===== config.mk =====
export PLATFORM = sky130hd
export DESIGN_NAME = sdram_dpath
export DESIGN_NICKNAME = d
export VERILOG_FILES = /design/src/rtl/sdp_pkg.sv /design/src/rtl/sdp_array.sv /design/src/rtl/sdp_delay.sv /design/src/rtl/sdp_rd_pipe.sv /design/src/rtl/sdram_dpath.sv
export SDC_FILE = /design/constraint.sdc
export NUM_CORES = 1
export LEC_CHECK = 0
export BUFFER_PORTS_ARGS = -buffer_cell sky130_fd_sc_hd__clkbuf_2
export CORE_ASPECT_RATIO = 0.7
export CORE_MARGIN = 2
export CORE_UTILIZATION = 65
export DETAILED_ROUTE_END_ITERATION = 6
export GPL_TIMING_DRIVEN = 0
export PLACE_DENSITY = 0.84
export SYNTH_ARGS = -nofsm -noshare
export SYNTH_HDL_FRONTEND = slang
export SYNTH_SLANG_ARGS = --single-unit

===== constraint.sdc =====
create_clock -name clk -period 3.2 [get_ports clk]
set_input_delay 0.16 -clock clk [delete_from_list [all_inputs] [get_ports clk]]
set_output_delay 0.16 -clock clk [all_outputs]
set_load 0.03 [all_outputs]

===== src/rtl/sdp_pkg.sv =====
package sdp_pkg;
  // Direction of the burst currently open.
  typedef enum logic [1:0] {
    BURST_IDLE = 2'd0,
    BURST_RD   = 2'd1,
    BURST_WR   = 2'd2
  } burst_e;
endpackage


===== src/rtl/sdp_array.sv =====
module sdp_array #(
  parameter int DATA_W = 8,
  parameter int COL_W  = 4
) (
  input  logic              clk,
  input  logic              rst_n,
  input  logic              we,
  input  logic [COL_W-1:0]  waddr,
  input  logic [DATA_W-1:0] wdata,
  input  logic [COL_W-1:0]  raddr,
  output logic [DATA_W-1:0] rdata
);
  localparam int DEPTH = 1 << COL_W;

  logic [DATA_W-1:0] mem_q [DEPTH];

  always_ff @(posedge clk or negedge rst_n) begin
    if (!rst_n) begin
      for (int i = 0; i < DEPTH; i++) mem_q[i] <= '0;
    end else if (we) begin
      mem_q[waddr] <= wdata;
    end
  end

  assign rdata = mem_q[raddr];

  // a strobed word is in the array after the edge.
  p_store_r5: assert property (@(posedge clk) disable iff (!rst_n)
    we |=> mem_q[$past(waddr)] == $past(wdata));
endmodule


===== src/rtl/sdp_delay.sv =====
module sdp_delay #(
  parameter int WIDTH  = 1,
  parameter int STAGES = 2
) (
  input  logic             clk,
  input  logic             rst_n,
  input  logic [WIDTH-1:0] din,
  output logic [WIDTH-1:0] dout
);
  logic [STAGES-1:0][WIDTH-1:0] q;

  generate
    if (STAGES == 1) begin : g_one
      always_ff @(posedge clk or negedge rst_n) begin
        if (!rst_n) q <= '0;
        else        q[0] <= din;
      end
    end else begin : g_chain
      always_ff @(posedge clk or negedge rst_n) begin
        if (!rst_n) q <= '0;
        else        q <= {q[STAGES-2:0], din};
      end
    end
  endgenerate

  assign dout = q[STAGES-1];
endmodule


===== src/rtl/sdp_rd_pipe.sv =====
module sdp_rd_pipe #(
  parameter int DATA_W = 8,
  parameter int MAX_CL = 3,
  localparam int IDX_W = $clog2(MAX_CL)
) (
  input  logic              clk,
  input  logic              rst_n,
  input  logic              flush,
  input  logic              in_vld,
  input  logic [DATA_W-1:0] in_data,
  input  logic [IDX_W-1:0]  lat_sel,
  output logic              out_vld,
  output logic [DATA_W-1:0] out_data
);
  logic [MAX_CL-1:0]             vld_q;
  logic [MAX_CL-1:0][DATA_W-1:0] dat_q;

  always_ff @(posedge clk or negedge rst_n) begin
    if (!rst_n) begin
      vld_q <= '0;
      dat_q <= '0;
    end else begin
      vld_q[0] <= in_vld & ~flush;
      dat_q[0] <= in_data;
      for (int s = 1; s < MAX_CL; s++) begin
        vld_q[s] <= vld_q[s-1] & ~flush;
        dat_q[s] <= dat_q[s-1];
      end
    end
  end

  assign out_vld  = vld_q[lat_sel];
  assign out_data = dat_q[lat_sel];

  // a flush leaves nothing queued on the next cycle.
  p_flush_empty_r9: assert property (@(posedge clk) disable iff (!rst_n)
    flush |=> vld_q == '0);
endmodule


===== src/rtl/sdram_dpath.sv =====
module sdram_dpath #(
  parameter int DATA_W   = 8,
  parameter int COL_W    = 4,
  parameter int MAX_CL   = 3,
  parameter int MASK_LAT = 2
) (
  input  logic              clk,
  input  logic              rst_n,
  input  logic              cas_lat3,
  input  logic              rd_cmd,
  input  logic              wr_cmd,
  input  logic              beat,
  input  logic              pre_cmd,
  input  logic [COL_W-1:0]  col,
  input  logic              dqm,
  input  logic [DATA_W-1:0] dq_in,
  output logic [DATA_W-1:0] dq_out,
  output logic              dq_oe,
  output logic              wr_stb,
  output logic [DATA_W-1:0] wr_data
);
  import sdp_pkg::*;

  localparam int IDX_W = $clog2(MAX_CL);

  burst_e            mode_q, mode_d;
  logic              rd_acc, wr_now;
  logic [DATA_W-1:0] arr_rdata;
  logic [IDX_W-1:0]  tap;
  logic              sel_vld;
  logic [DATA_W-1:0] sel_data;
  logic              mask_late;

  // Acceptance: precharge > read > write > continuation beat.
  always_comb begin
    rd_acc = !pre_cmd && (rd_cmd || (beat && !wr_cmd && mode_q == BURST_RD));
    wr_now = !pre_cmd && !rd_cmd && (wr_cmd || (beat && mode_q == BURST_WR));
    mode_d = mode_q;
    if (pre_cmd)     mode_d = BURST_IDLE;
    else if (rd_cmd) mode_d = BURST_RD;
    else if (wr_cmd) mode_d = BURST_WR;
  end

  always_ff @(posedge clk or negedge rst_n) begin
    if (!rst_n) mode_q <= BURST_IDLE;
    else        mode_q <= mode_d;
  end

  // Write side: mask acts in the command cycle itself.
  assign wr_stb  = wr_now && !dqm;
  assign wr_data = dq_in;

  sdp_array #(.DATA_W(DATA_W), .COL_W(COL_W)) u_array (
    .clk   (clk),
    .rst_n (rst_n),
    .we    (wr_stb),
    .waddr (col),
    .wdata (dq_in),
    .raddr (col),
    .rdata (arr_rdata)
  );

  // Read side: latency picks the pipeline tap.
  assign tap = cas_lat3 ? IDX_W'(2) : IDX_W'(1);

  sdp_rd_pipe #(.DATA_W(DATA_W), .MAX_CL(MAX_CL)) u_pipe (
    .clk      (clk),
    .rst_n    (rst_n),
    .flush    (wr_now),
    .in_vld   (rd_acc),
    .in_data  (arr_rdata),
    .lat_sel  (tap),
    .out_vld  (sel_vld),
    .out_data (sel_data)
  );

  sdp_delay #(.WIDTH(1), .STAGES(MASK_LAT)) u_mask_dly (
    .clk   (clk),
    .rst_n (rst_n),
    .din   (dqm),
    .dout  (mask_late)
  );

  assign dq_oe  = sel_vld && !mask_late && !wr_now;
  assign dq_out = dq_oe ? sel_data : '0;

  // latency-2 read reaches the tap two cycles on.
  p_cl2_lat_r2: assert property (@(posedge clk) disable iff (!rst_n)
    (rd_acc && !cas_lat3) ##1 (!wr_now && !cas_lat3) |=> sel_vld);

  // latency-3 read reaches the tap three cycles on.
  p_cl3_lat_r3: assert property (@(posedge clk) disable iff (!rst_n)
    (rd_acc && cas_lat3) ##1 (!wr_now && cas_lat3) ##1 (!wr_now && cas_lat3)
    |=> sel_vld);

  // mask floats the bus two cycles later.
  p_rd_mask_r4: assert property (@(posedge clk) disable iff (!rst_n)
    dqm |-> ##2 !dq_oe);

  // precharge floats the bus after the latency.
  p_pre_cl2_r7: assert property (@(posedge clk) disable iff (!rst_n)
    (pre_cmd && !cas_lat3) ##1 !cas_lat3 |=> !dq_oe);
  p_pre_cl3_r7: assert property (@(posedge clk) disable iff (!rst_n)
    (pre_cmd && cas_lat3) ##1 cas_lat3 ##1 cas_lat3 |=> !dq_oe);

  // a write leaves no read word at the tap next cycle.
  p_no_contend_r9: assert property (@(posedge clk) disable iff (!rst_n)
    wr_now |=> !sel_vld);
endmodule


[Word-level counts from Yosys, hierarchy flattened]
Index checks and enable logic that the tools add are counted.
Word-level totals
  logic and storage cells: 67
  bits of input ports: 20
  output and inout port bits: 18
  flip-flop bits (word level): 159
Cells by class
  multiplexer cells: 15
  $lt $le $gt $ge: 3
  bitwise gates (word level): 5
  equal/unequal tests: 2
  reductions and logical operators: 19
Operator list (count)
  $bwmux W128: 1
  $mux W8: 5
  $bmux W8 S4: 1
  $demux W8 S4: 1
  $bmux W8 S2: 1
  $logic_and A1 B1 Y1: 10
  $mux W2: 4
  $logic_not A1 Y1: 6
  $ge A5 B5 Y1 const B: 1
  $lt A5 B1 Y1 const B: 1
  $not A4 Y5: 1
  $and A1 B1 Y1: 3
  $lt A2 B3 Y1 const B: 1
  $reduce_bool A3 Y1: 1
  $bmux W1 S2: 1
  $eq A2 B1 Y1 const B: 1
  $eq A2 B2 Y1 const B: 1
  $logic_or A1 B1 Y1: 2
  $mux W1: 1
  $not A1 Y1: 1

[Longest topological paths before layout]
Gate-level depths: netlist of run 1.
  word-level depth: 7
  depth in mapped cells: 6
  depth with buffers taken out: 3

[Modules after synthesis]
A second synthesis of run 1 with hierarchy kept.
Unflattened totals
  cell total of the unflattened synthesis: 453
  area, all modules: 7148.1 um^2
By module, submodules not included
  sdp_array: seq. area each 3203.1 um^2, instances 1, area an instance 5915.7 um^2, cells each 365
  sdp_rd_pipe: seq. area each 675.6 um^2, instances 1, area an instance 914.6 um^2, cells each 52
  sdram_dpath: seq. area each 50.0 um^2, instances 1, area an instance 267.8 um^2, cells each 34
  sdp_delay: seq. area each 50.0 um^2, instances 1, area an instance 50.0 um^2, cells each 2

[Worst setup path before layout of run 1]
No wires, ideal clock.
  path type: register to output
  start: register mode_q[0]
  end: output port wr_stb
  arrival time: 1.821 ns
  cell stages (with the launch flop): 5
  data required time: 3.040 ns
  setup slack: 1.219 ns
  buffers on the path: 1
  path through: dfrtp_1 nand3b_2 a21oi_1 clkbuf_1 nor2b_1
Between the ends
  word-level cells in the longest chain between the ends: 5
Ends and longest elaborated chain
  start: declaration: line sdram_dpath.sv:26  | burst_e mode_q, mode_d;
  start signal: assignment: line sdram_dpath.sv:46  | else mode_q <= mode_d;
  $eq A2 B2 Y1: line sdram_dpath.sv:37  | wr_now = !pre_cmd && !rd_cmd && (wr_cmd || (beat && mode_q == BURST_WR));
  $logic_and A1 B1 Y1: line sdram_dpath.sv:37
  $logic_or A1 B1 Y1: line sdram_dpath.sv:37
  $logic_and A1 B1 Y1: line sdram_dpath.sv:37
  $logic_and A1 B1 Y1: line sdram_dpath.sv:50  | assign wr_stb = wr_now && !dqm;
  end: declaration: line sdram_dpath.sv:19  | output logic wr_stb,
Every way passes these cells.

[Worst setup path in the final report of run 1]
  start: input port pre_cmd
  end: output port wr_stb
Between the ends
  word-level cells in the longest chain between the ends: 4
Ends and longest elaborated chain
  start: declaration: line sdram_dpath.sv:13  | input logic pre_cmd,
  $logic_not A1 Y1: line sdram_dpath.sv:37
  $logic_and A1 B1 Y1 (2 in a row): line sdram_dpath.sv:37
  $logic_and A1 B1 Y1: line sdram_dpath.sv:50
Every way passes these cells.

==> impl_metrics.py, run 1 <==
metrics = {
    "run_status": {
        "status": "completed",
    },
    "floorplanning": {
        "design.die.area_um2": 11650,
        "core_um2": 10430,
        "io_pins": 38,
        "placementRows": 31,
        "dieHeight_um": 90.91,
        "die_w_um": 128.2,
        "start_util": 0.6723,
    },
    "synthesis": {
        "synth_compound_area_frac": 0.05405,
        "avgSynthCellArea_um2": 15.87,
        "async_flop_share": 1.000,
        "ys_ff_latch": 159,
        "yosys.area.top_type": "dfrtp_1",
        "synth_cells": 442,
        "yosys.area_share.simple": 0.03139,
        "synth_top_area_frac": 0.5672,
        "ys.flop_type": "dfrtp_1",
        "yosys_warnings": 0,
        "synth.cell_area_um2": 7014,
        "synth_seq_area_share": 0.5672,
        "muxShareOfSynthArea": 0.3211,
        "synth_edf_count": 0,
        "yosysUniqueCellTypes": 29,
        "synth_adder_area_share": 0,
        "synth_top_family_by_area": "multiplexers",
        "synth_xor_area_frac": 0,
        "synth_nets": 462,
        "synth.area.top_cells": "dfrtp_1, mux2_2, mux4_2",
    },
    "clocking": {
        "clock_latency_ps": 420,
        "cts_resized": 0,
        "h-tree-depth": 4,
        "ctsHoldBuffers": 3,
        "cts_buffer_depth": 2,
        "post_cts_buffers": 0,
        "clk_pin_slew_worst_paths_ps": 60,
        "cts_root_buffer": "clkbuf_16",
        "cts_sinks": 159,
        "cts_tree": "yes",
        "cts_buffers": 17,
    },
    "pwr": {
        "pwr_density_cell_nw_per_um2": 591.7,
        "ir_worst_vdd_mv": 0.4391,
        "leakagePower_nw": 3.820,
        "power_mw": 4.732,
    },
    "final_layout": {
        "drive_above_1_share": 0.4902,
        "final_common_cell": "dfrtp_1",
        "synthToLayoutAreaGrowth_pct": 14.02,
        "fin_util": 0.7665,
        "multi_input_area_um2": 2851,
        "fin_nets": 519,
        "final_area_um2": 7998,
        "n_antenna_cell": 0,
        "regArea_um2": 3979,
        "final_cell_mix": "dfrtp_1, mux2_2, clkbuf_2, mux4_2, clkbuf_1",
        "fillCellCount": 638,
    },
    "sta": {
        "skew_ps": 5.664,
        "fin_hold_ws_ps": 51.60,
        "tightest_slew_ps": 1246,
        "fin_crit_sh": 0.8553,
        "clock.fmax_ghz": 0.3654,
        "finalMaxSlewViolations": 0,
        "grt_setup_unrepaired": "false",
        "layout_setup_ws_ps": 463.1,
        "setup_viol": 0,
        "period_needed_ps": 2737,
        "hold_violations": 0,
        "slew-limit-headroom": 0.1684,
    },
    "global_route": {
        "track_usage": 0.2924,
        "grt_pass1_vias": 4408,
        "grt_pass1_wl_um": 24670,
        "grt_max_degree": 104,
        "antenna_found_initial": 0,
        "grt-ovfl-total": 0,
    },
    "setup_path": {
        "required_ps": 3040,
        "cp-end-kind": "output pin",
        "worstSetupStartpointType": "input port",
        "path_class": "input port to output pin",
        "critPathArrivalTime_ps": 2580,
        "worst-path-max-fanout": 10,
    },
    "place": {
        "gp_congestion": 0.8140,
        "placed_area_um2": 7386,
        "post-dp-hpwl_um": 9994,
        "io_buffers": 34,
        "pre_cts_ws_ps": 785.6,
    },
    "routing": {
        "wl_um": 15340,
        "viasPerCell": 6.415,
        "first_iter_violations": 423,
        "ant_nets": 0,
        "wl_per_cell_um": 23.82,
        "post-route-drc-count": 0,
        "num_vias": 4131,
        "first_pass_iters": 5,
    },
    "job": {
        "maxCapViolations": 0,
    },
    "hold_path": {
        "hold_class": "input port to flop",
    },
}
-- critical path, stage by stage --
cell	delay [ps]
dlygate4sd3_1	540
clkbuf_2	130
or2_2	290
buf_1	310
a21oi_1	320
clkbuf_1	410
nor2b_1	200
clkbuf_2	210
-- power by group --
| part | switching [mW] | internal (mW) |
|---|---|---|
| Combinational | 0.229 | 0.231 |
| Clock | 0.817 | 1.17 |
| Sequential | 0.0902 | 2.19 |
-- final cells by class --
type                            instances  share of cell area
Sequential cell                       159              0.4975
Multi-Input combinational cell        245              0.3565
Clock buffer                           20             0.05585
Timing Repair Buffer                   38             0.02957
Buffer                                 36             0.02206
Tap cell                              132             0.02065
Clock inverter                         12             0.01690
Inverter                                2           0.0009387
-- layer usage --
| metal | GRT usage | vias up | share of wire |
|---|---|---|---|
| li1 | - | 1788 | - |
| met5 | 0 | - | 0 |
| met3 | 0.05628 | 39 | 0.057 |
| met4 | 0.1392 | 0 | 0.028 |
| met1 | 0.4115 | 2150 | 0.43 |
| met2 | 0.4465 | 154 | 0.49 |
-- per-stage QoR --
step                cells  TNS, ps
detailed placement    609        0
CTS                   644        0
global placement      608   -92350
finish                644        0
global route          644        0
floorplan             442        0
-- kinds of logic after synthesis --
| logic type | count (synthesis) |
|---|---|
| AND/OR/NAND/NOR | 40 |
| buffers and inverters | 38 |
| multiplexers | 169 |
| AO/OA/AOI/OAI | 36 |
| flip-flops | 159 |
-- Yosys cell counts (2+ instances only) --
cell	instances
mux2i_1	9
mux2_2	127
nor2b_1	5
or2_2	3
nor2_1	4
a21oi_1	4
nor3b_1	2
buf_2	9
a2111oi_4	5
a22oi_1	16
nand2_1	9
buf_1	3
buf_4	8
dfrtp_1	159
clkbuf_1	16
and3b_1	2
nor3_1	9
o2111ai_1	9
nand2b_1	2
mux4_2	32
-- state kept, by name, summed over array words and instances, names as in the netlist --
register / count
u_mask_dly.dout: 1
mode_q: 2
u_pipe.dat_q: 24
u_array.mem_q: 128
u_mask_dly.q: 1
u_pipe.vld_q: 3
-- final timing paths --
kind	end	slack, ps	cells past startpoint	from
max	wr_stb	460	8	pre_cmd
min reg2reg	u_pipe.dat_q[11]	350	0	u_pipe.dat_q[3]
min	mode_q[0]	50	3	rd_cmd
max in group asynchronous	u_pipe.dat_q[5]	2100	3	rst_n
min in group asynchronous	u_array.mem_q[23]	260	2	rst_n
max reg2reg	u_array.mem_q[82]	810	4	mode_q[1]
(Power assumes the default switching activity.)
==> inputs of run 2 (changes only) <==
--- a/config.mk
+++ b/config.mk
@@ -8,10 +8,12 @@
 export BUFFER_PORTS_ARGS = -buffer_cell sky130_fd_sc_hd__clkbuf_2
 export CORE_ASPECT_RATIO = 0.7
 export CORE_MARGIN = 2
-export CORE_UTILIZATION = 65
+export CORE_UTILIZATION = 63
+export CTS_BUF_LIST = sky130_fd_sc_hd__clkbuf_4 sky130_fd_sc_hd__clkbuf_8
 export DETAILED_ROUTE_END_ITERATION = 6
 export GPL_TIMING_DRIVEN = 0
-export PLACE_DENSITY = 0.84
+export PLACE_DENSITY = 0.82
+export SLEW_MARGIN = 25
 export SYNTH_ARGS = -nofsm -noshare
 export SYNTH_HDL_FRONTEND = slang
 export SYNTH_SLANG_ARGS = --single-unit
==> constraint.sdc (replaced) <==
create_clock -name clk -period 3.05 [get_ports clk]
set_input_delay 0.1525 -clock clk [delete_from_list [all_inputs] [get_ports clk]]
set_output_delay 0.1525 -clock clk [all_outputs]
set_load 0.03 [all_outputs]
==> run 2 against run 1 <==
Compared with the run above:
- clock power decreased by 18%
- combinational power increased by 5.4%
- largest cell class unchanged
- clock skew increased by 0.96 ps
- largest power group unchanged
- flip-flop and latch count did not move
- highest routed layer unchanged
==> impl_metrics.py, run 2 (synthesized netlist as in run 1, its figures left out) <==
metrics = {
    "run_status": {
        "status": "completed",
    },
    "clocking": {
        "cts_buffer_depth": 2,
        "post_cts_buffers": 0,
        "ctsHoldBuffers": 5,
        "clock_latency_ps": 450,
        "h-tree-depth": 4,
        "cts_tree": "yes",
        "cts_root_buffer": "clkbuf_8",
        "cts_buffers": 17,
        "clk_pin_slew_worst_paths_ps": 80,
        "cts_resized": 0,
        "cts_sinks": 159,
    },
    "floorplanning": {
        "core_um2": 10930,
        "io_pins": 38,
        "dieHeight_um": 92.28,
        "die_w_um": 130.1,
        "design.die.area_um2": 12010,
        "start_util": 0.6417,
        "placementRows": 32,
    },
    "pwr": {
        "pwr_density_cell_nw_per_um2": 569.2,
        "leakagePower_nw": 3.761,
        "ir_worst_vdd_mv": 0.3724,
    },
    "final_layout": {
        "regMostFlops": "u_array.mem_q",
        "fin_util": 0.7246,
        "fillCellCount": 706,
        "drive_above_1_share": 0.5029,
        "largest_register_ff_count": 128,
        "n_antenna_cell": 0,
        "final_common_cell": "dfrtp_1",
        "largestRegisters": "u_array.mem_q (128), u_pipe.dat_q (24), u_pipe.vld_q (3)",
        "regArea_um2": 3979,
        "fin_nets": 521,
        "final_area_um2": 7920,
        "synthToLayoutAreaGrowth_pct": 12.91,
        "final_cell_mix": "dfrtp_1, mux2_2, clkbuf_2, mux4_2, clkbuf_8",
        "multi_input_area_um2": 2889,
    },
    "global_route": {
        "antenna_found_initial": 0,
        "grt_max_degree": 87,
        "grt_pass1_wl_um": 23420,
        "track_usage": 0.2717,
        "grt_pass1_vias": 4337,
        "grt-ovfl-total": 0,
    },
    "sta": {
        "clock.fmax_ghz": 0.3691,
        "final.setup.tns_ps": 0,
        "fin_hold_ws_ps": 31.40,
        "finalMaxSlewViolations": 0,
        "slew-limit-headroom": 0.2734,
        "fin_crit_sh": 0.8884,
        "layout_setup_ws_ps": 340.4,
        "period_needed_ps": 2710,
        "tightest_slew_ps": 1089,
        "skew_ps": 6.626,
        "setup_viol": 0,
        "hold_violations": 0,
        "grt_setup_unrepaired": "false",
    },
    "hold_path": {
        "hold_class": "input port to flop",
        "hold_depth": 3,
    },
    "place": {
        "pre_cts_ws_ps": 777.8,
        "post-dp-hpwl_um": 10050,
        "placed_area_um2": 7431,
        "gp_congestion": 0.7951,
        "io_buffers": 34,
    },
    "routing": {
        "wl_per_cell_um": 22.04,
        "viasPerCell": 6.138,
        "first_iter_violations": 282,
        "ant_nets": 0,
        "first_pass_iters": 4,
        "post-route-drc-count": 0,
        "wl_um": 14680,
        "num_vias": 4088,
    },
    "job": {
        "maxCapViolations": 0,
    },
    "setup_path": {
        "cp-end-kind": "output pin",
        "path_class": "input port to output pin",
        "critPathArrivalTime_ps": 2560,
        "worstSetupStartpointType": "input port",
        "required_ps": 2900,
        "rr_worst_depth": 4,
        "worst-path-max-fanout": 10,
    },
}
-- run 2: worst paths after layout --
check / from / to / slack (ps)
hold reg to reg: u_pipe.dat_q[1] / u_pipe.dat_q[9] / 350
max in group asynchronous: rst_n / u_array.mem_q[102] / 1970
setup / recovery: pre_cmd / wr_stb / 340
hold / removal: beat / u_pipe.vld_q[0] / 30
setup reg to reg: mode_q[1] / u_array.mem_q[49] / 710
min in group asynchronous: rst_n / u_array.mem_q[59] / 260
-- run 2: critical path: stages --
cell           delay (ps)
dlygate4sd3_1         540
clkbuf_2              130
or2_2                 290
buf_1                 300
a21oi_1               340
clkbuf_1              410
nor2b_1               180
clkbuf_2              210
-- run 2: routing by layer --
layer  vias up  wire [um]  track usage
met4         0        383       0.1093
met3        35        676      0.06476
met5         -          0            0
met2       114       7176       0.4232
li1       1778          -            -
met1      2161       6445       0.3740
-- run 2: per-stage QoR --
stage	total power [mW]	std cells
3_3_place_gp	2.860	629
6_report	4.508	666
2_1_floorplan	2.723	442
4_1_cts	4.542	666
3_5_place_dp	2.906	630
5_1_grt	4.689	666
-- run 2: layout make-up --
type                    instances  area share
multi-input cells             245      0.3648
plain buffers                  36     0.02227
clock inverters                12     0.02006
inverters                       2   0.0009479
repair buffers                 40     0.03239
well taps                     153     0.02417
clock buffers                  19     0.03302
flip-flops and latches        159      0.5024
-- run 2: power by group --
part           switching [mW]  internal [mW]
Clock                   0.786          0.854
Sequential             0.0902           2.29
Combinational           0.240          0.245
Total                    1.12           3.39
